**src/rtl/lsbs_pkg.sv**
```systemverilog
package lsbs_pkg;
  typedef struct packed {
    logic carry;
    logic eq;
    logic ult;
  } lsbs_state_t;

  localparam lsbs_state_t LSBS_CLEAR = '{carry: 1'b0, eq: 1'b1, ult: 1'b0};
endpackage

```
**src/rtl/lsbs_add_slice.sv**
```systemverilog
module lsbs_add_slice (
  input  logic a_i,
  input  logic b_i,
  input  logic cin_i,
  output logic sum_o,
  output logic cout_o
);
  always_comb begin
    sum_o  = a_i ^ b_i ^ cin_i;
    cout_o = (a_i & b_i) | (cin_i & (a_i | b_i));
  end
endmodule

```
**src/rtl/lsbs_eq_track.sv**
```systemverilog
module lsbs_eq_track (
  input  logic a_i,
  input  logic b_i,
  input  logic eq_prev_i,
  output logic eq_o
);
  always_comb eq_o = eq_prev_i & ~(a_i ^ b_i);
endmodule

```
**src/rtl/lsbs_lt_track.sv**
```systemverilog
module lsbs_lt_track (
  input  logic a_i,
  input  logic b_i,
  input  logic ult_prev_i,
  output logic ult_o,
  output logic slt_o
);
  logic a_gt_bit;
  logic a_ge_bit;
  always_comb begin
    a_gt_bit = a_i & ~b_i;
    a_ge_bit = a_i | ~b_i;
    // unsigned: current bit dominates, ties pass the lower-bit result
    ult_o = (~a_i & b_i) | (~a_gt_bit & ult_prev_i);
    // signed: current bit is the sign, so a set A sign means A is smaller
    slt_o = a_gt_bit | (a_ge_bit & ult_prev_i);
  end
endmodule

```
**src/rtl/lsbs_cmp.sv**
```systemverilog
module lsbs_cmp
  import lsbs_pkg::*;
(
  input  logic clk,
  input  logic rst_n,
  input  logic start_i,
  input  logic vld_i,
  input  logic a_i,
  input  logic b_i,
  output logic sum_o,
  output logic eq_o,
  output logic ult_o,
  output logic slt_o
);
  lsbs_state_t st_q;
  lsbs_state_t st_prev;
  lsbs_state_t st_bit;
  lsbs_state_t st_d;
  logic        st_en;

  // a start on this cycle makes the incoming bit index 0
  always_comb st_prev = start_i ? LSBS_CLEAR : st_q;

  lsbs_add_slice u_add (
    .a_i    (a_i),
    .b_i    (b_i),
    .cin_i  (st_prev.carry),
    .sum_o  (sum_o),
    .cout_o (st_bit.carry)
  );

  lsbs_eq_track u_eq (
    .a_i       (a_i),
    .b_i       (b_i),
    .eq_prev_i (st_prev.eq),
    .eq_o      (st_bit.eq)
  );

  lsbs_lt_track u_lt (
    .a_i        (a_i),
    .b_i        (b_i),
    .ult_prev_i (st_prev.ult),
    .ult_o      (st_bit.ult),
    .slt_o      (slt_o)
  );

  always_comb begin
    eq_o  = st_bit.eq;
    ult_o = st_bit.ult;
  end

  // next state and enable
  always_comb begin
    st_en = vld_i | start_i;
    st_d  = vld_i ? st_bit : LSBS_CLEAR;
  end

  always_ff @(posedge clk or negedge rst_n) begin
    if (!rst_n) begin
      st_q <= LSBS_CLEAR;
    end else if (st_en) begin
      st_q <= st_d;
    end
  end
endmodule

```
**config.mk**
```make
export PLATFORM = sky130hd
export DESIGN_NAME = lsbs_cmp
export DESIGN_NICKNAME = d
export VERILOG_FILES = /design/src/rtl/lsbs_pkg.sv /design/src/rtl/lsbs_add_slice.sv /design/src/rtl/lsbs_eq_track.sv /design/src/rtl/lsbs_lt_track.sv /design/src/rtl/lsbs_cmp.sv
export SDC_FILE = /design/constraint.sdc
export NUM_CORES = 1
export LEC_CHECK = 0
export ABC_AREA = 1
export CORE_AREA = 2 2 39 41
export DETAILED_ROUTE_END_ITERATION = 16
export DIE_AREA = 0 0 41 43
export SLEW_MARGIN = 20
export SYNTH_ARGS = -nofsm -noshare
export SYNTH_HDL_FRONTEND = slang
export SYNTH_HIERARCHICAL = 1
export SYNTH_SLANG_ARGS = --single-unit
```
**constraint.sdc**
```tcl
create_clock -name clk -period 1.89 [get_ports clk]
set_input_delay 0.567 -clock clk [delete_from_list [all_inputs] [get_ports clk]]
set_output_delay 0.567 -clock clk [all_outputs]
set_load 0.03 [all_outputs]
```
* Word level (Yosys, flattened, before mapping)
Index checks and enable logic that the tools add are counted.
** Word-level totals
- Flip-flop bits (word level) :: 3
- Input bits :: 6
- Word-level logic and storage cells :: 24
** Operators by class
- Muxes and demuxes :: 2
- Bitwise logic cells :: 19
** Operator list (count)
- 1-bit AND :: 7
- 3-bit 2-to-1 mux :: 2
- 1-bit OR :: 6
- 1-bit NOT :: 4
- 1-bit XOR :: 2

* Longest topological paths before layout
- Depth in word-level cells :: 6
- Depth in mapped cells :: 6

* Modules after synthesis
Netlist, hierarchy kept.
** By module, submodules not included
- lsbs_cmp :: area an instance 142.6 um2, cells an instance 19, times used 1, seq. area each 76.3 um2
- lsbs_lt_track :: area an instance 30.0 um2, cells an instance 8, times used 1, seq. area each 0.0 um2
- lsbs_add_slice :: area an instance 20.0 um2, cells an instance 1, times used 1, seq. area each 0.0 um2
- lsbs_eq_track :: area an instance 18.8 um2, cells an instance 5, times used 1, seq. area each 0.0 um2

* Least setup slack after synthesis
OpenSTA, ideal clock, no wires.
- Path kind :: input -> output
- Start :: input a_i
- End :: output sum_o
- Setup slack :: 48 ps
- Arrival time :: 1275 ps
- Stages on the path :: 1
- Buffers on the path :: 0
- Cell sequence :: fa_1
** Between the ends
- Word-level cells in the longest chain between the ends :: 2
** RTL lines
- start: declaration :: line lsbs_cmp.sv:8 : input logic a_i,
- 1-bit XOR (2 in series) :: line lsbs_add_slice.sv:9 : sum_o = a_i ^ b_i ^ cin_i;
- end: declaration :: line lsbs_cmp.sv:10 : output logic sum_o,
No other way between the ends.

==> flow_metrics.py <==
metrics = {
    "power_and_ir_drop": {
        "power.density_mw_per_mm2": 712,
        "peakVddDrop_v": 0.000263,
        "p_leak_nw": 0.209,
    },
    "sta": {
        "rsz0062_at_grt": "true",
        "relSlewSlack_pct": 87.3,
        "max_slew.worst_pin.slew_ps": 189,
        "period_minus_slack_ps": 1920,
        "fmax_ghz": 0.521,
        "final_max_slew_viol_count": 0,
        "hold_ws_ps": 468,
        "fin_skew_ps": 0,
        "fin_ws_ps": -30.2,
        "setup_violations": 1,
        "hold_violations": 0,
        "setup_tns_ps": -30.2,
        "fin_crit_sh_pct": 102,
    },
    "grt": {
        "grtUsageTotal_pct": 7.14,
        "antenna_found_initial": 0,
        "grt_max_degree": 6,
        "grt_pass1_vias": 224,
        "grt_pass1_wl_um": 800,
        "grt-ovfl-total": 0,
    },
    "synthesis": {
        "synthCells": 33,
        "yosysSeqAreaShare_pct": 36.1,
        "yosys_warnings": 6,
        "synth-edff-count": 0,
        "syn-num-nets": 40,
        "synth_cell_types": 9,
        "syn-cell-area_um2": 211,
        "avgSynthCellArea_um2": 6.41,
        "yosysTopAreaCell": "nand2_1",
        "async_flop_share_pct": 100,
        "ys_seq_elements": 3,
        "synth_ff_type": "dfrtp_1",
        "synth_most_common_cell": "nand2_1",
        "synthTopCellsByArea": "nand2_1 28%, dfrtp_1 24%, dfstp_2 12%, inv_1 11%, fa_1 9.5%",
        "synthTopCellsByCount": "16 x nand2_1, 6 x inv_1, 4 x nor2_1",
        "yosysTopAreaCellShare_pct": 28.4,
    },
    "critical_path": {
        "worst_setup_path_start_kind": "primary input",
        "arrival_ps": 1350,
        "slowest_delay_ps": 430,
        "path_max_fanout": 2,
        "required_ps": 1320,
        "path_cells": "buf_6 -> nor2_2 -> fa_1 -> buf_6",
        "path_common_cell": "buf_6",
        "reg2regPathDepth": 5,
        "crit_slowest_cell": "fa_1",
        "worstSetupPathType": "in2out",
        "critPathCaptureType": "primary output",
    },
    "worst_hold_path": {
        "hold_depth": 2,
        "min_path_type": "reg2reg",
    },
    "final_layout": {
        "instances_no_fill": 66,
        "final_layout_size_suffix_gt1_share_pct": 34.0,
        "largest_register_ffs": 3,
        "largest-register": "st_q",
        "fillers": 163,
        "finalNetCount": 58,
        "n_antenna_cell": 0,
        "top_regs": "st_q x3",
        "fin_util_pct": 26.9,
        "synthToLayoutAreaGrowth_pct": 75.7,
    },
    "route": {
        "num_vias": 241,
        "via_per_inst": 3.65,
        "postRouteAntennaNets": 0,
        "drc": 0,
        "wl_um": 447,
        "first_pass_iters": 2,
        "wl_per_cell_um": 6.77,
        "initialDrtViolationCount": 4,
    },
    "place": {
        "gp_congestion": 0.662,
        "dp_hpwl_um": 374,
        "dp.cells": 62,
        "portBuffers": 9,
    },
    "job": {
        "cap_violations": 0,
    },
    "clock_tree": {
        "clockBufferDepth": 2,
        "cts_setup_buffers": 0,
        "clk_latency_ps": 230,
        "cts_tree": "yes",
        "clk_pin_slew_ps": 30,
        "cts_sinks": 3,
        "cts_buffers": 3,
        "cts-root-buf": "clkbuf_4",
        "cts_max_level": 1,
    },
    "floorplan": {
        "core_area_mm2": 0.00138,
        "chipWidth_um": 41,
        "ios": 10,
        "dieArea_mm2": 0.00176,
        "start_util_pct": 15.3,
        "rows": 14,
        "die_h_um": 43,
    },
    "status": {
        "violations": "setup timing",
        "outcome": "finished, violations left",
    },
}
critical path, delay by kind of cell:
kind | cells | cell delay [ps]
buffers and inverters | 2 | 240
and+or+nand+nor | 1 | 110
adders and majority gates | 1 | 430
layout by cell type, fill, tap and decap left out:
cell,count
clkdlybuf4s50_1,2
dfstp_2,1
buf_2,1
clkbuf_4,3
buf_6,3
o21ai_1,1
nand2_1,16
dfrtp_1,2
fa_1,1
buf_4,7
inv_1,6
or2_1,1
clkbuf_1,1
nor2_2,2
nor2_1,3
logic make-up after synthesis:
logic type,after synthesis,share of synthesized area (%)
adders and majority gates,1,9.47
and+or+nand+nor,22,41.4
buffers and inverters,6,10.7
AOI/OAI and AO/OA,1,2.36
DFF,3,36.1
worst paths after layout:
kind,slack (ps),end,from
setup / recovery,-30,sum_o,start_i
hold / removal,470,st_q[2],st_q[2]
setup reg to reg,830,st_q[2],st_q[2]
hold reg to reg,470,st_q[2],st_q[2]
max in group asynchronous,1150,st_q[1],rst_n
min in group asynchronous,520,st_q[0],rst_n
layout make-up:
class | instances | area [um^2] | area share (%)
Timing Repair Buffer | 13 | 111 | 30.0
Multi-Input combinational cell | 24 | 115 | 31.0
Clock buffer | 4 | 26.3 | 7.07
Tap cell | 16 | 20.0 | 5.39
Inverter | 6 | 22.5 | 6.06
Sequential cell | 3 | 76.3 | 20.5
power breakdown:
group / internal [W] / switching, W / leakage, nW / total [W]
sequential: 0.0000718 / 0.00000246 / 0.0367 / 0.0000743
clock: 0.0000789 / 0.0000304 / 0.0150 / 0.000109
combinational: 0.0000375 / 0.0000434 / 0.157 / 0.0000808
layer usage:
layer,vias up,wire (um),share of wire [%],global-route usage (%)
met2,5,252,56,8.75
met5,-,0,0,0
met3,0,25,5.6,3.14
met4,0,0,0,8.00
met1,108,168,38,8.06
li1,128,-,-,-
stage by stage:
| stage | setup slack (ps) | cell area, um^2 | total power [W] |
|---|---|---|---|
| floorplan | 47.7 | 211 | 0.000115 |
| global placement | -417 | 342 | 0.000153 |
| detailed placement | -415 | 342 | 0.000154 |
| CTS | -39.6 | 372 | 0.000273 |
| global route | -50.3 | 372 | 0.000285 |
| finish | -30.2 | 372 | 0.000264 |
repair_timing:
action | CTS | global route
endpoints found under the setup margin | 4 | 1
gates resized for setup | 16 | 0
pin swaps | 2 | 2
hold buffers | 0 | 0
(Power assumes the default switching activity.)
